==> config.mk <==
export PLATFORM = sky130hd
export DESIGN_NAME = str_seq_top
export DESIGN_NICKNAME = d
export VERILOG_FILES = /design/src/rtl/str_seq_pkg.sv /design/src/rtl/str_idx_step.sv /design/src/rtl/str_seq_fsm.sv /design/src/rtl/str_seq_top.sv
export SDC_FILE = /design/constraint.sdc
export NUM_CORES = 1
export LEC_CHECK = 0
export BUFFER_PORTS_ARGS = -buffer_cell sky130_fd_sc_hd__buf_2
export CORE_MARGIN = 2
export CORE_UTILIZATION = 39
export DETAILED_ROUTE_END_ITERATION = 10
export PLACE_DENSITY_LB_ADDON = 0.08
export SYNTH_ARGS = -nofsm -noshare
export SYNTH_HDL_FRONTEND = slang
export SYNTH_SLANG_ARGS = --single-unit
==> constraint.sdc <==
create_clock -name clk -period 4.8 [get_ports clk]
set_clock_uncertainty 0.15 [all_clocks]
set_input_delay 0.48 -clock clk [delete_from_list [all_inputs] [get_ports clk]]
set_output_delay 0.48 -clock clk [all_outputs]
set_load 0.005 [all_outputs]
==> src/rtl/str_seq_pkg.sv <==
package str_seq_pkg;

  typedef enum logic [2:0] {
    OP_MOVE  = 3'd0,
    OP_CMP   = 3'd1,
    OP_STORE = 3'd2,
    OP_LOAD  = 3'd3,
    OP_SCAN  = 3'd4,
    OP_PIN   = 3'd5,
    OP_POUT  = 3'd6,
    OP_RSVD  = 3'd7
  } str_op_e;

  typedef enum logic [1:0] {
    REP_NONE  = 2'd0,
    REP_EQ    = 2'd1,
    REP_NE    = 2'd2,
    REP_COUNT = 2'd3
  } rep_e;

  typedef enum logic [2:0] {
    S_IDLE = 3'd0,
    S_TEST = 3'd1,
    S_PH0  = 3'd2,
    S_PH1  = 3'd3,
    S_UPD  = 3'd4,
    S_CHK  = 3'd5
  } seq_st_e;

  typedef struct packed {
    logic wr;
    logic port;
    logic use_dst;
  } phase_t;

  typedef struct packed {
    logic   two;
    phase_t p0;
    phase_t p1;
    logic   src_mv;
    logic   dst_mv;
    logic   zf_term;
  } op_dec_t;

  function automatic op_dec_t decode_op(str_op_e op);
    op_dec_t d;
    d = '0;
    unique case (op)
      OP_MOVE:  begin d.two = 1'b1; d.p1 = '{1'b1, 1'b0, 1'b1};
                      d.src_mv = 1'b1; d.dst_mv = 1'b1; end
      OP_CMP:   begin d.two = 1'b1; d.p1 = '{1'b0, 1'b0, 1'b1};
                      d.src_mv = 1'b1; d.dst_mv = 1'b1; d.zf_term = 1'b1; end
      OP_STORE: begin d.p0 = '{1'b1, 1'b0, 1'b1}; d.dst_mv = 1'b1; end
      OP_SCAN:  begin d.p0 = '{1'b0, 1'b0, 1'b1}; d.dst_mv = 1'b1; d.zf_term = 1'b1; end
      OP_PIN:   begin d.two = 1'b1; d.p0 = '{1'b0, 1'b1, 1'b0};
                      d.p1 = '{1'b1, 1'b0, 1'b1}; d.dst_mv = 1'b1; end
      OP_POUT:  begin d.two = 1'b1; d.p1 = '{1'b1, 1'b1, 1'b0}; d.src_mv = 1'b1; end
      default:  begin d.src_mv = 1'b1; end
    endcase
    return d;
  endfunction

endpackage

==> src/rtl/str_idx_step.sv <==
module str_idx_step #(
  parameter int AW = 32,
  parameter int NW = 16
) (
  input  logic [AW-1:0] val_i,
  input  logic [2:0]    step_i,
  input  logic          dn_i,
  input  logic          wide_i,
  output logic [AW-1:0] nxt_o
);
  logic [AW-1:0] step_w, full_w;
  logic [NW-1:0] step_n, nar_w;

  always_comb begin
    step_w = {{(AW-3){1'b0}}, step_i};
    step_n = {{(NW-3){1'b0}}, step_i};
    full_w = dn_i ? (val_i - step_w) : (val_i + step_w);
    nar_w  = dn_i ? (val_i[NW-1:0] - step_n) : (val_i[NW-1:0] + step_n);
    nxt_o  = wide_i ? full_w : {val_i[AW-1:NW], nar_w};
  end
endmodule

==> src/rtl/str_seq_fsm.sv <==
module str_seq_fsm
  import str_seq_pkg::*;
(
  input  logic    clk,
  input  logic    rst_n,
  input  logic    start_i,
  input  rep_e    rep_i,
  input  logic    zf_term_i,
  input  logic    two_i,
  input  logic    cnt_zero_i,
  input  logic    ready_i,
  input  logic    zf_i,
  output seq_st_e st_o,
  output logic    load_o,
  output logic    upd_o,
  output logic    fin_o
);
  seq_st_e st_q, st_d;
  logic    zf_stop;

  always_comb begin
    zf_stop = zf_term_i && (((rep_i == REP_EQ) && !zf_i) || ((rep_i == REP_NE) && zf_i));
    st_d    = st_q;
    fin_o   = 1'b0;
    unique case (st_q)
      S_IDLE: if (start_i) st_d = S_TEST;
      S_TEST: begin
        if ((rep_i != REP_NONE) && cnt_zero_i) begin
          st_d  = S_IDLE;
          fin_o = 1'b1;
        end else begin
          st_d = S_PH0;
        end
      end
      S_PH0: if (ready_i) st_d = two_i ? S_PH1 : S_UPD;
      S_PH1: if (ready_i) st_d = S_UPD;
      S_UPD: st_d = S_CHK;
      S_CHK: begin
        if ((rep_i == REP_NONE) || zf_stop) begin
          st_d  = S_IDLE;
          fin_o = 1'b1;
        end else begin
          st_d = S_TEST;
        end
      end
      default: st_d = S_IDLE;
    endcase
  end

  always_ff @(posedge clk or negedge rst_n) begin
    if (!rst_n) st_q <= S_IDLE;
    else        st_q <= st_d;
  end

  assign st_o   = st_q;
  assign load_o = (st_q == S_IDLE) && start_i;
  assign upd_o  = (st_q == S_UPD);

  AST_SECOND_PHASE_ONLY_TWO: assert property (@(posedge clk) disable iff (!rst_n)
    (st_q == S_PH1) |-> two_i);
  AST_ZERO_COUNT_NO_ELEMENT: assert property (@(posedge clk) disable iff (!rst_n)
    ((st_q == S_TEST) && (rep_i != REP_NONE) && cnt_zero_i) |=> (st_q == S_IDLE));
endmodule

==> src/rtl/str_seq_top.sv <==
module str_seq_top
  import str_seq_pkg::*;
#(
  parameter int AW     = 32,
  parameter int NW     = 16,
  parameter int PORT_W = 16,
  parameter int LEN_W  = 4
) (
  input  logic              clk,
  input  logic              rst_n,
  input  logic              start_i,
  input  logic [2:0]        op_i,
  input  logic [1:0]        esize_i,
  input  logic              addr32_i,
  input  logic              dir_dn_i,
  input  logic [1:0]        rep_i,
  input  logic [LEN_W-1:0]  len_i,
  input  logic [AW-1:0]     pc_i,
  input  logic [AW-1:0]     src_i,
  input  logic [AW-1:0]     dst_i,
  input  logic [AW-1:0]     cnt_i,
  input  logic [PORT_W-1:0] port_i,
  input  logic              zf_i,
  output logic              req_valid_o,
  input  logic              req_ready_i,
  output logic              req_write_o,
  output logic              req_port_o,
  output logic [AW-1:0]     req_addr_o,
  output logic [2:0]        req_bytes_o,
  output logic              busy_o,
  output logic              done_o,
  output logic [AW-1:0]     src_o,
  output logic [AW-1:0]     dst_o,
  output logic [AW-1:0]     cnt_o,
  output logic [AW-1:0]     pc_o
);
  localparam int NLANE    = 3;
  localparam int SRC_LANE = 0;
  localparam int DST_LANE = 1;
  localparam int CNT_LANE = 2;

  // Reset: asserted asynchronously, released on the clock
  logic [1:0] rsync_q;
  logic       rst_i_n;
  always_ff @(posedge clk or negedge rst_n) begin
    if (!rst_n) rsync_q <= 2'b00;
    else        rsync_q <= {rsync_q[0], 1'b1};
  end
  assign rst_i_n = rsync_q[1];

  // Instruction context captured at start
  str_op_e          op_q;
  rep_e             rep_q;
  logic [1:0]       esz_q;
  logic             a32_q, dn_q;
  logic [LEN_W-1:0] len_q;
  logic [PORT_W-1:0] port_q;
  logic [AW-1:0]    pc_q, pc_d;
  logic             done_q;

  seq_st_e st;
  logic    load_en, upd_en, fin;
  op_dec_t dec;
  phase_t  ph;
  logic [2:0] nbytes;
  logic    cnt_zero;
  logic [AW-1:0] lane_q   [NLANE];
  logic [AW-1:0] lane_ini [NLANE];
  logic [NLANE-1:0] lane_mv;
  logic [AW-1:0] sel_ptr;

  always_comb begin
    dec       = decode_op(op_q);
    nbytes    = (esz_q == 2'd0) ? 3'd1 : (esz_q == 2'd1) ? 3'd2 : 3'd4;
    cnt_zero  = a32_q ? (lane_q[CNT_LANE] == '0) : (lane_q[CNT_LANE][NW-1:0] == '0);
    lane_ini[SRC_LANE] = src_i;
    lane_ini[DST_LANE] = dst_i;
    lane_ini[CNT_LANE] = cnt_i;
    lane_mv   = {rep_q != REP_NONE, dec.dst_mv, dec.src_mv};
    ph        = (st == S_PH1) ? dec.p1 : dec.p0;
    sel_ptr   = ph.use_dst ? lane_q[DST_LANE] : lane_q[SRC_LANE];
    pc_d      = pc_q + {{(AW-LEN_W){1'b0}}, len_q};
  end

  always_ff @(posedge clk or negedge rst_i_n) begin
    if (!rst_i_n) begin
      op_q <= OP_MOVE; rep_q <= REP_NONE; esz_q <= '0; a32_q <= 1'b0;
      dn_q <= 1'b0; len_q <= '0; port_q <= '0;
    end else if (load_en) begin
      op_q <= str_op_e'(op_i); rep_q <= rep_e'(rep_i); esz_q <= esize_i;
      a32_q <= addr32_i; dn_q <= dir_dn_i; len_q <= len_i; port_q <= port_i;
    end
  end

  always_ff @(posedge clk or negedge rst_i_n) begin
    if (!rst_i_n)     pc_q <= '0;
    else if (load_en) pc_q <= pc_i;
    else if (fin)     pc_q <= pc_d;
  end

  always_ff @(posedge clk or negedge rst_i_n) begin
    if (!rst_i_n) done_q <= 1'b0;
    else          done_q <= fin;
  end

  // One index/count lane per register; the count lane always steps down by one
  for (genvar g = 0; g < NLANE; g++) begin : g_lane
    localparam bit IS_CNT = (g == CNT_LANE);
    logic [AW-1:0] q, d, nxt;
    logic          en;

    str_idx_step #(.AW(AW), .NW(NW)) u_step (
      .val_i  (q),
      .step_i (IS_CNT ? 3'd1 : nbytes),
      .dn_i   (IS_CNT ? 1'b1 : dn_q),
      .wide_i (a32_q),
      .nxt_o  (nxt)
    );

    always_comb begin
      en = load_en || (upd_en && lane_mv[g]);
      d  = load_en ? lane_ini[g] : nxt;
    end

    always_ff @(posedge clk or negedge rst_i_n) begin
      if (!rst_i_n) q <= '0;
      else if (en)  q <= d;
    end

    assign lane_q[g] = q;
  end

  str_seq_fsm u_fsm (
    .clk        (clk),
    .rst_n      (rst_i_n),
    .start_i    (start_i),
    .rep_i      (rep_q),
    .zf_term_i  (dec.zf_term),
    .two_i      (dec.two),
    .cnt_zero_i (cnt_zero),
    .ready_i    (req_ready_i),
    .zf_i       (zf_i),
    .st_o       (st),
    .load_o     (load_en),
    .upd_o      (upd_en),
    .fin_o      (fin)
  );

  assign req_valid_o = (st == S_PH0) || (st == S_PH1);
  assign req_write_o = ph.wr;
  assign req_port_o  = ph.port;
  assign req_addr_o  = ph.port ? {{(AW-PORT_W){1'b0}}, port_q}
                     : (a32_q ? sel_ptr : {{(AW-NW){1'b0}}, sel_ptr[NW-1:0]});
  assign req_bytes_o = nbytes;
  assign busy_o      = (st != S_IDLE);
  assign done_o      = done_q;
  assign src_o       = lane_q[SRC_LANE];
  assign dst_o       = lane_q[DST_LANE];
  assign cnt_o       = lane_q[CNT_LANE];
  assign pc_o        = pc_q;

  AST_REQ_HELD: assert property (@(posedge clk) disable iff (!rst_i_n)
    (req_valid_o && !req_ready_i) |=> (req_valid_o && $stable(req_addr_o)
      && $stable(req_write_o) && $stable(req_port_o)));
  AST_NO_MOVE_WHILE_PENDING: assert property (@(posedge clk) disable iff (!rst_i_n)
    (req_valid_o && !req_ready_i) |=> ($stable(src_o) && $stable(dst_o) && $stable(cnt_o)));
  AST_DONE_SINGLE: assert property (@(posedge clk) disable iff (!rst_i_n)
    done_o |=> !done_o);
  AST_DONE_IDLE: assert property (@(posedge clk) disable iff (!rst_i_n)
    done_o |-> !busy_o);
  AST_NOREP_COUNT_KEPT: assert property (@(posedge clk) disable iff (!rst_i_n)
    (busy_o && (rep_q == REP_NONE)) |=> $stable(cnt_o));
endmodule

==> results of run 1 <==
[final cells by class]
type                            count  area share (%)
Multi-Input combinational cell   1147            50.2
Sequential cell                   163            28.8
Clock inverter                     11            1.07
Timing Repair Buffer              348            12.6
Inverter                           30           0.793
Clock buffer                       20            3.15
Tap cell                          390            3.44
[per-layer routing]
layer	part of all wire, %	vias to the layer above
met4	1.4	0
met2	48	314
met1	46	5393
li1	-	5602
met5	0	-
met3	5.5	32
[power by group through the flow]
stage / sequential (mW) / combinational (mW) / clock [mW]
floorplan: 2.71 / 5.15 / 0
global placement: 2.92 / 7.23 / 0
detailed placement: 2.94 / 7.26 / 0
CTS: 2.92 / 7.32 / 1.48
global route: 3.03 / 8.23 / 1.53
finish: 2.92 / 7.29 / 1.44
[per-stage QoR]
| step | cells | util, % |
|---|---|---|
| after global routing | 2109 | 48.3 |
| after detailed placement | 2077 | 46.2 |
| after CTS | 2109 | 48.3 |
| after global placement | 2077 | 46.2 |
| final | 2109 | 48.3 |
| after floorplan | 1408 | - |
[flip-flops by register name, summed over array words and instances (netlist names)]
signal,count
a32_q,1
cnt_o,32
dn_q,1
done_o,1
dst_o,32
esz_q,2
len_q,4
op_q,3
pc_o,32
port_q,16
rep_q,2
rsync_q,2
src_o,32
u_fsm.st_o,3
[worst max-delay path, delay by kind of cell, from the launching register on]
kind,cells,cell delay (ns)
flip-flops,1,0.57
AO/OA/AOI/OAI,8,1.59
AND/OR/NAND/NOR,1,0.32
adder cells (fa/ha/maj),1,0.38
XOR/XNOR,1,0.16
buffers and inverters,2,0.72
[cell families after synthesis]
kind of cell | share of synthesized area (%)
simple gates | 20.8
compound gates | 20.8
flops | 35.3
xor+xnor | 7.73
buf+inv | 3.29
fa+ha+maj | 7.73
mux | 4.35
other cells | 0.0324
[how the worst max path moves through the flow]
stage / from / to / slack [ns]
floorplan: dn_q / src_o[31] / 0.40
global placement: dn_q / src_o[31] / 0.91
detailed placement: dn_q / src_o[31] / 0.85
CTS: dn_q / src_o[31] / 0.83
global route: dn_q / dst_o[31] / 0.43
finish: dn_q / src_o[31] / 0.82
[cell usage in the layout, fill, tap and decap left out, drive strengths merged, types with 5 or more instances in the layout]
cell	Yosys	routed
mux2i	48	48
nor4	13	13
nand2b	15	15
a31oi	10	10
nand2	253	253
o21ai	157	157
a211oi	9	9
a22oi	11	11
o21bai	10	10
o31ai	11	11
a221oi	7	7
o21a	6	6
or4	5	5
a21oi	102	102
xor2	50	50
inv	30	33
and2	10	10
nor2b	15	15
a21o	36	36
dfrtp	163	163
ha	65	65
xnor2	52	52
nor2	109	109
o22ai	12	12
clkbuf	58	20
nand3	35	35
or3	8	8
and3	12	12
buf	10	347
nand4	15	15
nor3	20	20
[repair_timing]
action                     4_1_cts  5_1_grt
hold endpoints to repair         2        0
hold buffers                     1        0
setup endpoints to repair        0        0
buffers inserted                 0        0
==> impl_metrics.tcl, run 1 <==
set metrics [dict create \
    cts_resized 0 \
    hpwl_mm 28.0 \
    antenna_cells 0 \
    routed_wl_mm 37.1 \
    pwr-share-seq_pct 25.1 \
    reg2reg_depth 13 \
    synthCells 1408 \
    p_sw_mw 5.61 \
    period_needed_ns 3.98 \
    end_kind "flip-flop" \
    die-width_um 176 \
    dpl_cell_area_mm2 0.0136 \
    grt_max_degree 88 \
    cpPeakStageDelay_ns 0.57 \
    drt-initial-drc-count 585 \
    start_kind "flip-flop" \
    cp_cell_sequence "buf_4 > buf_4 > ha_1 > a21o_1 > a21o_1 > a21o_1 > a21o_1 > a21o_1 > o31ai_1 > a21oi_1 > xnor2_1 > or3_1 > a31oi_1" \
    worstSkewPairLatency_ns 0.44 \
    start_util_pct 39.3 \
    nets 1937 \
    postRouteAntennaNets 0 \
    synth_area_per_cell_um2 8.21 \
    intPower_mw 6.05 \
    dieArea_mm2 0.0310 \
    combPwrFrac_pct 62.5 \
    holdPathEnd "len_q[0]" \
    final_area_mm2 0.0142 \
    slew_headroom_pct 40.8 \
    place_ws_ns 0.855 \
    gp_congestion 0.890 \
    portBuffers 329 \
    syn_area_mm2 0.0116 \
    setup_tns_ns 0 \
    peakVddDrop_mv 0.333 \
    seq_area_mm2 0.00408 \
    synthToLayoutAreaGrowth_pct 22.8 \
    worst_hold_path.num_cells 3 \
    worst_slew_pin_slew_ns 0.888 \
    netlist.top_cell.by_area "dfrtp_1" \
    vias_per_cell 5.38 \
    grt_pass1_vias 11000 \
    grt_overflow_total 0 \
    grt_pass1_wl_mm 58.7 \
    cts_tree "yes" \
    cts_max_level 4 \
    timing.hold.ws_ns 0.0780 \
    critical_path_class "reg2reg" \
    core_mm2 0.0294 \
    clkPwrFrac_pct 12.4 \
    drv_slew 0 \
    ys_seq_area_share_pct 35.3 \
    grtUsageMet2_pct 40.0 \
    multiInputGateArea_mm2 0.00712 \
    synth-edff-count 0 \
    fin_crit_sh_pct 83.0 \
    drive_gt1_share_pct 23.7 \
    crit_top_cell "a21o_1" \
    grt_usage_pct 23.8 \
    rows 63 \
    path_max_fanout 31 \
    met3_usage_pct 3.27 \
    cts_buffers 17 \
    r2r-start "dn_q" \
    yosys_register_bits 163 \
    ys_async_sr_fraction_pct 100 \
    r2r-end "src_o[31]" \
    via_count 11300 \
    slowest_stage "dfrtp_2" \
    yosys_warnings 0 \
    hold_class "in2reg" \
    cap_violations 0 \
    synth_common_cells "nand2_1 (251), dfrtp_1 (163), o21ai_0 (138)" \
    final_hold_viol_count 0 \
    clkSlewWorstSetupHoldPaths_ns 0.07 \
    rsz0062_at_grt "no" \
    antenna_found_initial 0 \
    required_ns 5.01 \
    setup_viol_count_final 0 \
    fmax_ghz 0.251 \
    synth_fp_nets 1638 \
    r2r_slack_ns 0.82 \
    switching_share_pct 48.1 \
    drt-pass1-iter-count 5 \
    grt.busiest_layer "met2" \
    p_leak_nw 6.73 \
    synth_top_area_share_pct 35.3 \
    hp-start "len_i[0]" \
    drc 0 \
    clock_path_buffers 2 \
    ys_types 75 \
    synth.top_cells.by_area "dfrtp_1 (35%), nand2_1 (8.2%), ha_1 (7.0%)" \
    use_met1_pct 32.6 \
    layout_setup_ws_ns 0.816 \
    outcome "finished, final reports clean" \
    cp.arrival_ns 4.19 \
    synth.most_common_cell "nand2_1" \
    boundaryPins 330 \
    clockRootBuffer "clkbuf_16" \
    power_density_mw_per_mm2 821 \
    synth_ff_type "dfrtp_1" \
    p_total_mw 11.7 \
    num-fill-cells 2982 \
    wl_per_cell_um 17.6 \
    clock_sinks 163 \
    die_y_um 176 \
]
No activity file was read; power rests on OpenSTA's default activity.
==> inputs of run 2 (changes only) <==
- clock period: 4.8 -> 4.1 ns (I/O delays scaled with it)
==> impl_metrics.tcl, run 2 (synthesis results as in run 1) <==
set metrics [dict create \
    num-fill-cells 2932 \
    drt-pass1-iter-count 5 \
    drive_gt1_share_pct 24.0 \
    setup_tns_ns 0 \
    critical_path_class "reg2reg" \
    cpPeakStageDelay_ns 0.47 \
    finalNonFillerCells 2115 \
    die-width_um 176 \
    start_kind "flip-flop" \
    period_needed_ns 3.79 \
    drc 0 \
    crit_path_end "src_o[30]" \
    worst_hold_path.num_cells 3 \
    final_hold_viol_count 0 \
    cp-startpoint "esz_q[1]" \
    final_cell_mix "buf_2 (329), nand2_1 (250), dfrtp_1 (161)" \
    core_mm2 0.0294 \
    rsz0062_at_grt "no" \
    path_max_fanout 8 \
    fin_crit_sh_pct 92.5 \
    reg2reg_depth 14 \
    r2r-start "esz_q[1]" \
    via_count 11300 \
    place_ws_ns 0.194 \
    die_y_um 176 \
    dieArea_mm2 0.0310 \
    r2r_slack_ns 0.31 \
    peakVddDrop_mv 0.336 \
    r2r-end "src_o[30]" \
    rows 63 \
    worstSetupPathDepth 14 \
    hold_class "in2reg" \
    clock_path_buffers 2 \
    outcome "finished, final reports clean" \
    crit_family "compound AO/OA/AOI/OAI gates" \
    p_leak_nw 6.75 \
    cap_violations 0 \
    clockRootBuffer "clkbuf_16" \
    final_common_cell "buf_2" \
    cts_max_level 4 \
    cp_cell_sequence "nor2_1 > ha_1 > inv_1 > fa_1 > maj3_1 > a21oi_2 > o21ai_1 > a31oi_4 > o31a_1 > o21a_1 > o21ai_0 > a211oi_1 > a41oi_1 > o21ai_0" \
    routed_wl_mm 36.9 \
    clkSlewWorstSetupHoldPaths_ns 0.07 \
    synthToLayoutAreaGrowth_pct 23.5 \
    drt-initial-drc-count 629 \
    slowest_stage "dfrtp_1" \
    grt_overflow_total 0 \
    dp.cells 2081 \
    fmax_ghz 0.264 \
    boundaryPins 330 \
    layout_setup_ws_ns 0.307 \
    slew_headroom_pct 44.8 \
    required_ns 4.30 \
    power_density_mw_per_mm2 960 \
    hpwl_mm 27.7 \
    postRouteAntennaNets 0 \
    setup_viol_count_final 0 \
    grt_pass1_wl_mm 58.6 \
    end_kind "flip-flop" \
    start_util_pct 39.3 \
    crit_top_cell "o21ai_0" \
    vias_per_cell 5.36 \
    antenna_found_initial 1 \
    crit_buf_inv 1 \
    nets 1941 \
    post-cts-setup-buffers 0 \
    portBuffers 329 \
    grt_max_degree 76 \
    worstSkewPairLatency_ns 0.44 \
    grt_usage_pct 23.7 \
    p_total_mw 13.7 \
    clock_sinks 163 \
    cts_buffers 17 \
    drv_slew 0 \
    worst_slew_pin_slew_ns 0.829 \
    cts_tree "yes" \
    cp.arrival_ns 3.99 \
    wl_per_cell_um 17.5 \
    grt_pass1_vias 11000 \
    gp_congestion 0.832 \
]
## run 2: cell types whose count changed in the layout (fill, tap and decap cells not counted)
cell	before	now
a21oi_1	102	101
clkbuf_8	1	2
clkinv_2	2	0
o21ai_1	18	19
clkinv_4	2	1
diode_2	0	1
clkinvlp_4	1	6
buf_4	18	20
a31oi_2	1	0
buf_12	0	2
a21oi_2	0	1
a31oi_4	0	1
o21ai_0	138	137
inv_6	3	1
## run 2: through the flow
step / utilization (%) / hold slack, ns / area [um^2]
after global routing: 48.6 / 0.0138 / 14300
after CTS: 48.5 / 0.000253 / 14300
after floorplan: - / -0.0356 / 11600
after detailed placement: 46.4 / 0.0496 / 13600
final: 48.6 / 0.0142 / 14300
after global placement: 46.4 / 0.0465 / 13600
## run 2: report_power, final
part           total, mW  leakage [nW]  internal (mW)  switching, mW
Sequential          3.37          1.99           2.38          0.995
Clock               1.74         0.278          0.995          0.741
Combinational       8.60          4.49           3.77           4.83
Total               13.7          6.75           7.15           6.56
## run 2: worst min-delay path by stage
stage               startpoint    endpoint
CTS                    op_i[1]     op_q[1]
global route         port_i[8]   port_q[8]
finish               port_i[4]   port_q[4]
detailed placement       rst_n  rsync_q[0]
floorplan                rst_n  rsync_q[0]
global placement         rst_n  rsync_q[0]
## run 2: tightest hold or removal path, stage by stage
cell and delay [ns]:
buf_2 0.07, nand2_1 0.04, nand2_1 0.04
## run 2: what timing repair did
| item | CTS | global route |
|---|---|---|
| resized for setup | 0 | 3 |
| endpoints found under the hold margin | 2 | 0 |
| hold buffers | 1 | 0 |
| setup endpoints to repair | 0 | 3 |
## run 2: metal layers
metal  share of wire (%)  routed length, um  GRT usage (%)
met4                 1.7                613           5.96
met5                   0                  0              0
met2                  48              17600           39.8
met1                  46              17000           32.2
met3                 4.9               1800           3.06
## run 2: layout make-up
type / count / area, um^2 / area share (%)
multi-input combinational: 1147 / 7130 / 50.0
sequential: 163 / 4080 / 28.6
clock buffer: 21 / 460 / 3.22
timing repair buffer: 352 / 1850 / 12.9
clock inverter: 11 / 153 / 1.07
inverter: 30 / 113 / 0.789
tap: 390 / 488 / 3.42
antenna: 1 / 2.50 / 0.0175
